## src/rtl/sevt_pkg.sv

```systemverilog
package sevt_pkg;
  localparam int EN_BIT  = 0;
  localparam int IE_BIT  = 1;
  localparam int CLR_BIT = 4;

  typedef struct packed {
    logic load;  // accepted value write
    logic halt;  // control write with gate bit clear
  } dp_strobe_t;
endpackage

```

## src/rtl/sevt_datapath.sv

```systemverilog
module sevt_datapath
  import sevt_pkg::*;
#(
  parameter int DATA_W    = 32,
  parameter int MIN_TICKS = 3
) (
  input  logic              clk,
  input  logic              rstN,
  input  dp_strobe_t        strb,
  input  logic [DATA_W-1:0] loadVal,
  input  logic              tickEn,
  output logic [DATA_W-1:0] count,
  output logic              running,
  output logic              expire
);
  localparam logic [DATA_W-1:0] MinVal = DATA_W'(MIN_TICKS);
  localparam logic [DATA_W-1:0] One    = DATA_W'(1);

  logic [DATA_W-1:0] clampVal;
  logic              stepOk;

  assign clampVal = (loadVal < MinVal) ? MinVal : loadVal;
  assign stepOk   = running && tickEn && !strb.load && !strb.halt;
  assign expire   = stepOk && (count == One);

  always_ff @(posedge clk) begin
    if (!rstN) begin
      count   <= '0;
      running <= 1'b0;
    end else begin
      if (strb.load)   count <= clampVal;
      else if (stepOk) count <= count - One;

      if (strb.load)      running <= 1'b1;
      else if (strb.halt) running <= 1'b0;
      else if (expire)    running <= 1'b0;
    end
  end

  AST_LOAD_MIN: assert property (@(posedge clk) disable iff (!rstN)
    strb.load |=> (count >= MinVal) && running);
  AST_STEP_ONE: assert property (@(posedge clk) disable iff (!rstN)
    (running && tickEn && !strb.load && !strb.halt) |=> count == $past(count) - One);
  AST_FROZEN: assert property (@(posedge clk) disable iff (!rstN)
    (!running && !strb.load) |=> $stable(count));
  AST_STOP_AT_ZERO: assert property (@(posedge clk) disable iff (!rstN)
    expire |=> (!running && count == '0));
endmodule

```

## src/rtl/sevt_ctrl.sv

```systemverilog
module sevt_ctrl
  import sevt_pkg::*;
#(
  parameter int              ADDR_W    = 8,
  parameter int              DATA_W    = 32,
  parameter logic [ADDR_W-1:0] CTRL_OFS  = 8'h40,
  parameter logic [ADDR_W-1:0] VALUE_OFS = 8'h44
) (
  input  logic              clk,
  input  logic              rstN,
  input  logic              busSel,
  input  logic              busWrite,
  input  logic [ADDR_W-1:0] busAddr,
  input  logic [DATA_W-1:0] busWdata,
  output logic [DATA_W-1:0] busRdata,
  input  logic [DATA_W-1:0] count,
  input  logic              expire,
  output dp_strobe_t        strb,
  output logic              irqOut
);
  logic gateOn;
  logic irqEn;
  logic pending;
  logic ctrlWr;
  logic valueWr;
  logic ackHit;

  assign ctrlWr  = busSel && busWrite && (busAddr == CTRL_OFS);
  assign valueWr = busSel && busWrite && (busAddr == VALUE_OFS);
  assign ackHit  = ctrlWr && gateOn && busWdata[EN_BIT] && busWdata[CLR_BIT];

  always_comb begin
    strb      = '0;
    strb.load = valueWr && gateOn;
    strb.halt = ctrlWr && !busWdata[EN_BIT];
  end

  always_ff @(posedge clk) begin
    if (!rstN) begin
      gateOn  <= 1'b0;
      irqEn   <= 1'b0;
      pending <= 1'b0;
    end else begin
      if (strb.halt) begin
        gateOn <= 1'b0;
        irqEn  <= 1'b0;
      end else if (ctrlWr) begin
        if (gateOn) irqEn <= busWdata[CLR_BIT] ? 1'b0 : busWdata[IE_BIT];
        else        gateOn <= 1'b1;
      end

      if (ackHit)      pending <= 1'b0;
      else if (expire) pending <= 1'b1;
    end
  end

  assign irqOut = pending && irqEn;

  always_comb begin
    busRdata = '0;
    if (busAddr == CTRL_OFS) begin
      busRdata[EN_BIT] = gateOn;
      busRdata[IE_BIT] = irqEn;
    end else if (busAddr == VALUE_OFS) begin
      busRdata = count;
    end
  end

  AST_HALT_CLEARS: assert property (@(posedge clk) disable iff (!rstN)
    strb.halt |=> (!gateOn && !irqEn));
  AST_IE_NEEDS_GATE: assert property (@(posedge clk) disable iff (!rstN)
    (ctrlWr && !gateOn) |=> !irqEn);
  AST_ACK_CLEARS: assert property (@(posedge clk) disable iff (!rstN)
    ackHit |=> (!pending && !irqEn && !irqOut));
  AST_PEND_ON_EXPIRE: assert property (@(posedge clk) disable iff (!rstN)
    (expire && !ackHit) |=> pending);
endmodule

```

## src/rtl/sys_event_timer.sv

```systemverilog
module sys_event_timer
  import sevt_pkg::*;
#(
  parameter int              ADDR_W    = 8,
  parameter int              DATA_W    = 32,
  parameter logic [ADDR_W-1:0] CTRL_OFS  = 8'h40,
  parameter logic [ADDR_W-1:0] VALUE_OFS = 8'h44,
  parameter int              MIN_TICKS = 3
) (
  input  logic              clk,
  input  logic              rstN,
  input  logic              busSel,
  input  logic              busWrite,
  input  logic [ADDR_W-1:0] busAddr,
  input  logic [DATA_W-1:0] busWdata,
  output logic [DATA_W-1:0] busRdata,
  input  logic              tickEn,
  output logic              irqOut
);
  dp_strobe_t        strb;
  logic [DATA_W-1:0] count;
  logic              running;
  logic              expire;

  sevt_ctrl #(
    .ADDR_W(ADDR_W), .DATA_W(DATA_W), .CTRL_OFS(CTRL_OFS), .VALUE_OFS(VALUE_OFS)
  ) u_ctrl (
    .clk(clk), .rstN(rstN), .busSel(busSel), .busWrite(busWrite),
    .busAddr(busAddr), .busWdata(busWdata), .busRdata(busRdata),
    .count(count), .expire(expire), .strb(strb), .irqOut(irqOut)
  );

  sevt_datapath #(
    .DATA_W(DATA_W), .MIN_TICKS(MIN_TICKS)
  ) u_dp (
    .clk(clk), .rstN(rstN), .strb(strb), .loadVal(busWdata),
    .tickEn(tickEn), .count(count), .running(running), .expire(expire)
  );
endmodule

```

## config.mk

```make
export PLATFORM = sky130hd
export DESIGN_NAME = sys_event_timer
export DESIGN_NICKNAME = d
export VERILOG_FILES = /design/src/rtl/sevt_pkg.sv /design/src/rtl/sevt_datapath.sv /design/src/rtl/sevt_ctrl.sv /design/src/rtl/sys_event_timer.sv
export SDC_FILE = /design/constraint.sdc
export NUM_CORES = 1
export LEC_CHECK = 0
export CORE_MARGIN = 5
export CORE_UTILIZATION = 47
export CTS_CLUSTER_SIZE = 24
export DETAILED_ROUTE_END_ITERATION = 10
export GPL_ROUTABILITY_DRIVEN = 0
export HOLD_SLACK_MARGIN = 0.08
export PLACE_DENSITY = 0.8
export SETUP_SLACK_MARGIN = 0.4
export SLEW_MARGIN = 20
export SYNTH_ARGS = -nofsm -noshare
export SYNTH_HDL_FRONTEND = slang
export SYNTH_SLANG_ARGS = --single-unit
```

## constraint.sdc

```tcl
create_clock -name clk -period 2.7 [get_ports clk]
set_input_delay 0.54 -clock clk [delete_from_list [all_inputs] [get_ports clk]]
set_output_delay 0.54 -clock clk [all_outputs]
set_load 0.01 [all_outputs]
```

# Word-level counts from Yosys, hierarchy flattened
# Cells that the tools add are included.
dict set report classes {
  magnitude_cmp 1
  bitwise 1
  mux 10
  add_sub_neg 1
  n_eq_ne 3
  n_reduce_logical 21
}
# op count
set op_table {}
lappend op_table {{$mux W32} 4}
lappend op_table {{$eq A32 B1 Y1 const B} 1}
lappend op_table {{$lt A32 B2 Y1 const B} 1}
lappend op_table {{$sub A32 B1 Y32 const B} 1}
lappend op_table {{$mux W30} 1}
lappend op_table {{$eq A8 B7 Y1 const B} 2}
lappend op_table {{$logic_and A1 B1 Y1} 13}
lappend op_table {{$mux W1} 4}
lappend op_table {{$reduce_or A2 Y1} 2}
lappend op_table {{$logic_not A1 Y1} 3}
lappend op_table {{$reduce_bool A3 Y1} 1}
lappend op_table {{$mux W2} 1}
lappend op_table {{$reduce_and A2 Y1} 1}
lappend op_table {{$reduce_bool A2 Y1} 1}
lappend op_table {{$not A1 Y1} 1}
dict set report totals {
  register_bits 36
  input_bits 45
  word_cells 42
}

# Logic depth before layout (Yosys ltp)
dict set report logic_depth {
  word_depth 10
  ltp_mapped 7
  mapped_depth_nobuf 7
}

# Modules after synthesis
# A second synthesis with hierarchy kept.
dict set report unflattened {
  cells_unflattened 293
  hier_area_um2 2442.3
}
# module area_each_um2 instances seq_area_each_um2 cells_per_inst
set modules_own_cells {}
lappend modules_own_cells {sevt_datapath 1999.4 1 660.6 233}
lappend modules_own_cells {sevt_ctrl 442.9 1 60.1 60}

# Worst setup path before layout
# No wires, ideal clock.
dict set report synth_path {
  path_kind {input port to flip-flop}
  startpoint {input busAddr[1]}
  endpoint {register u_dp.count[14]}
  cell_stages 5
  t_required_ps 2584
  arrival_time_ps 2400
  n_path_buf 0
  setup_slack_ps 184
  setup_ps 116
  path_cell_list {or4b_2 > nor4_1 > nor2_1 > o311a_1 > a31o_2}
}
dict set report synth_between {
  elab_chain_cells 7
  word_cells_on_any_way 12
  classes_between {2 x eq/ne; 1 x mux; 9 x reduce/logical}
}
# item line
set synth_lines {}
lappend synth_lines {{start: declaration} sys_event_timer.sv:14} ;# input logic [ADDR_W-1:0] busAddr,
lappend synth_lines {{$eq A8 B7 Y1} sevt_ctrl.sv:29} ;# assign valueWr = busSel && busWrite && (busAddr == VALUE_OFS);
lappend synth_lines {{$logic_and A1 B1 Y1} sevt_ctrl.sv:29}
lappend synth_lines {{$logic_and A1 B1 Y1} sevt_ctrl.sv:34} ;# strb.load = valueWr && gateOn;
lappend synth_lines {{$logic_not A1 Y1} sevt_datapath.sv:23} ;# assign stepOk = running && tickEn && !strb.load && !strb.halt;
lappend synth_lines {{$logic_and A1 B1 Y1 (2 in series)} sevt_datapath.sv:23}
lappend synth_lines {{$reduce_bool A2 Y1 (no line)} --}
lappend synth_lines {{end signal: assignment} sevt_datapath.sv:31} ;# if (strb.load) count <= clampVal;
lappend synth_lines {{end signal: assignment} sevt_datapath.sv:32} ;# else if (stepOk) count <= count - One;
lappend synth_lines {{end: declaration} sevt_datapath.sv:12} ;# output logic [DATA_W-1:0] count,
# Parallel ways exist; a longest one is shown, timed or not.
# A chain may end at the register's enable or synchronous reset.

# Worst setup path in the final report
dict set report layout_path {
  startpoint {register u_dp.count[19]}
  endpoint {register u_dp.count[29]}
}
dict set report layout_between {
  elab_chain_cells 3
}
# item line
set layout_lines {}
lappend layout_lines {{$sub A32 B1 Y32} sevt_datapath.sv:32}
lappend layout_lines {{$mux W32} sevt_datapath.sv:32}
lappend layout_lines {{$mux W32} sevt_datapath.sv:31}
# No other way between the ends. The select of a mux whose other input is x is not followed.

==> run summary <==
The run finished with clean final reports. The run gives 0 as the max-slew violation count. For this run, design rule violations remaining after detail routing come to 0. The classification of the worst setup path was reg -> reg. For the worst flop-to-flop path, the logic depth is 6. Global routing consumed, over all layers together, 27.0% of the routing resources. The die is 83.2 um wide. Worst hold path stage count: 2. The post-route antenna net violation count is 0. The ratio of final minimum period to clock period was 92.6%; the endpoint arrival time on the critical path was 2.65 ns.

The run gives 78 as the I/O pin count. TritonCTS built the clock tree. The total cell area at the placement stage is 3580 um^2, and the async set or reset register ratio after synthesis is 0%.

After synthesis, flip-flops and latches occupy 28.6% of the total area. Setup repair after global routing could not meet its margin everywhere. Input and output buffers added on the ports amount to 77. STA classifies the critical path endpoint as a flip-flop. The worst hold path begins at u_ctrl.irqEn. The path with the worst hold slack has its endpoint at u_ctrl.irqEn. Entering global routing, the biggest net connects 20 pins. Prior to clock tree synthesis, the placed netlist has a worst setup slack of -0.265 ns.

Headroom to the max-slew limit came out at 65.5%. Clock-pin slew was measured on the worst setup and hold paths at 0.08 ns. The maximum resistive drop on vdd was 0.215 mV; the portion of total power attributed to the clock network was 37.2%. The floorplan step set the die height to 83.2 um. In this run, the number of DRC markers left after iteration 0 of detailed routing was 403.

In this run the critical register-to-register path is captured at u_dp.count[29]. The analysis attributes to net switching a power of 0.257 mW. The run gives 51.1% as the part of the total power dissipated in sequential elements. For the worst-skew pair, the clock arrives at the later sink with an insertion delay of 0.29 ns.

The overflow left after global routing was 0. The highest fanout seen on the critical path is 8. Net switching is 24.8% of the power.

For the worst setup path, the data required time is 2.85 ns. The first TritonRoute pass finished after 7 iterations. The tools report the count of standard-cell rows as 26. In this run the number of H-tree levels came out at 2.

The total leakage power was 1.61 nW; the maximum clock path buffer count was 2. The tool flagged a number of max-cap violations equal to 0. Cell internal power was estimated by the tool at 0.782 mW. The run gives 0.0101 ns as the setup skew after layout. In the final routed layout, each cell accounts on average for 19.5 um. The power per cell area is 262 nW/um^2. The root buffer cell chosen for the clock tree is sky130_fd_sc_hd__clkbuf_8. The tools report the number of synthesis warnings as 0. 0 antenna diodes ended up in the layout. The initial antenna violation count is 0, and the starting density of the core is 48.7%. Number of flops mapped to enable cells by yosys: 0. The area of the die was 6930 um^2; the via count of the first global-routing pass was 3169. The first global-routing pass estimated 15.6 mm of wire.

Setup total negative slack on the finished layout was measured at 0 ns. For the number of distinct library cells after synthesis, the log shows 52. The wire-length estimate of the detail-placed layout is 6.73 mm. The layout cell share with drive strength beyond 1 is 34.1%, and the shortest period the worst path allows is 2.50 ns. Worst min-delay path category: reg -> reg. For the proportion of power drawn by combinational gates, the log shows 11.8%. Setup violations remaining at the end of the flow were counted as 0. The region available for standard cell placement spans 5170 um^2. The sink count of the clock tree was 36.

STA classifies the critical path startpoint as a flip-flop. Setup slack on the worst reg-to-reg path comes out at 0.20 ns. The routed layout has 3246 vias. The area overhead of the layout relative to synthesis came out at 57.4%. The tools report the synthesized netlist cell count as 327. The cell area after technology mapping was 2520 um^2; the synthesized netlist net count was 374.

The flip-flop cell with the highest count after synthesis was sky130_fd_sc_hd__dfxtp_1. The net count of the finished layout is 486. In the routed layout, each cell is associated on average with a via count of 6.36.

Each instance of the synthesized netlist takes up on average 7.71 um^2. For the pin with the worst max-slew slack, the measured transition is 0.513 ns. Once layout is done, the placed cells without fillers occupy 3970 um^2. Timing would allow up to 400 MHz.

Counting the buffers created by CTS gives 5. The final wirelength was 9.94 mm; the synthesized flop and latch total was 36. The run gives 0 as the final number of hold-violating endpoints. Worst setup slack after layout: 0.200 ns.

The startpoint identified for the worst register-to-register timing path is u_dp.count[19].
==> cell type report <==
| type | instances | area, um^2 |
|---|---|---|
| well taps | 70 | 87.6 |
| fillers | 368 | 1200 |
| multi-input cells | 265 | 1860 |
| inverters | 8 | 30.0 |
| clock buffers | 5 | 68.8 |
| flip-flops and latches | 36 | 724 |
| clock inverters | 3 | 18.8 |
| repair buffers | 123 | 1180 |
==> flip-flops by register name, summed over array words and instances (netlist names) <==
register        cells
u_ctrl.pending      1
u_ctrl.gateOn       1
u_ctrl.irqEn        1
u_dp.running        1
u_dp.count         32
==> placed cells by master (no fill, tap or decap), drive strengths merged, types with 6 or more instances in the layout <==
| master | count |
|---|---|
| and2 | 33 |
| or4 | 11 |
| o21ai | 23 |
| buf | 78 |
| nand3 | 7 |
| a31oi | 6 |
| nand2 | 17 |
| or3 | 10 |
| nand4 | 9 |
| nor4 | 21 |
| a21oi | 18 |
| inv | 8 |
| nor3 | 13 |
| a211oi | 8 |
| dfxtp | 36 |
| xnor2 | 8 |
| clkbuf | 11 |
| clkdlybuf4s50 | 37 |
| nor2 | 21 |
==> cell usage after synthesis (all sizes together) (9+ instances only) <==
| cell | n | area [um^2] |
|---|---|---|
| nor4 | 21 | 150 |
| or3 | 10 | 70.1 |
| a21oi | 18 | 90.1 |
| clkbuf | 16 | 60.1 |
| o21ai | 23 | 115 |
| nand2 | 17 | 66.3 |
| nor3 | 13 | 65.1 |
| nand4 | 9 | 56.3 |
| and2 | 33 | 208 |
| nor2 | 21 | 78.8 |
| or4 | 11 | 93.8 |
| dfxtp | 36 | 721 |
==> per-layer routing <==
| metal | up-vias | GRT usage [%] | share of wire [%] |
|---|---|---|---|
| li1 | 1469 | - | - |
| met1 | 1520 | 32.0 | 37 |
| met2 | 209 | 44.9 | 49 |
| met3 | 48 | 6.14 | 9.2 |
| met4 | 0 | 14.3 | 4.8 |
| met5 | - | 0 | 0 |
==> worst max-delay path by stage <==
stage          slack [ns]        endpoint            from  cells past startpoint
4_1_cts              0.21    busRdata[15]      busAddr[3]                      7
2_1_floorplan        0.34  u_dp.count[14]      busAddr[1]                      5
5_1_grt              0.16  u_dp.count[29]  u_dp.count[19]                      6
6_report             0.20  u_dp.count[29]  u_dp.count[19]                      6
3_5_place_dp        -0.26    busRdata[16]      busAddr[1]                      6
3_3_place_gp        -0.18    busRdata[19]      busAddr[1]                      6
==> worst max-delay path: stages, from the launching register on <==
cell and delay, ns:
sky130_fd_sc_hd__dfxtp_2 0.33, sky130_fd_sc_hd__or4_4 0.54, sky130_fd_sc_hd__or4_4 0.46, sky130_fd_sc_hd__or3_4 0.41, sky130_fd_sc_hd__buf_6 0.15, sky130_fd_sc_hd__o31ai_1 0.30
sky130_fd_sc_hd__a31oi_1 0.17
==> kinds of logic (layout without fill, tap and decap cells) <==
group / Yosys count / in the layout / share of synthesized area, %
compound gates: 83 / 83 / 21.3
xor+xnor: 13 / 13 / 4.52
fa+ha+maj: 2 / 2 / 0.993
buf+inv: 26 / 139 / 4.47
flops: 36 / 36 / 28.6
mux: 3 / 3 / 1.19
simple gates: 164 / 164 / 39.0
==> through the flow <==
| stage | cells | utilization (%) | hold slack [ns] | total power [mW] |
|---|---|---|---|---|
| 2_1_floorplan | 327 | - | 0.419 | 0.568 |
| 3_3_place_gp | 488 | 69.2 | 0.436 | 0.658 |
| 3_5_place_dp | 488 | 69.2 | 0.449 | 0.660 |
| 4_1_cts | 505 | 72.6 | 0.507 | 1.04 |
| 5_1_grt | 510 | 76.7 | 0.545 | 1.07 |
| 6_report | 510 | 76.7 | 0.507 | 1.04 |
==> power by group through the flow <==
stage	clock network [mW]	logic, mW	registers (mW)
CTS	0.388	0.118	0.530
global placement	0	0.116	0.543
detailed placement	0	0.117	0.543
finish	0.386	0.122	0.530
global route	0.410	0.129	0.530
floorplan	0	0.0249	0.543
==> repair_timing <==
action,CTS,global route
gates cloned,2,1
pin swaps,13,10
setup buffers,7,4
hold buffers,0,0
setup endpoints to repair,52,52
endpoints found under the hold margin,0,0
resized for setup,146,78
No activity file was read; power rests on OpenSTA's default activity.
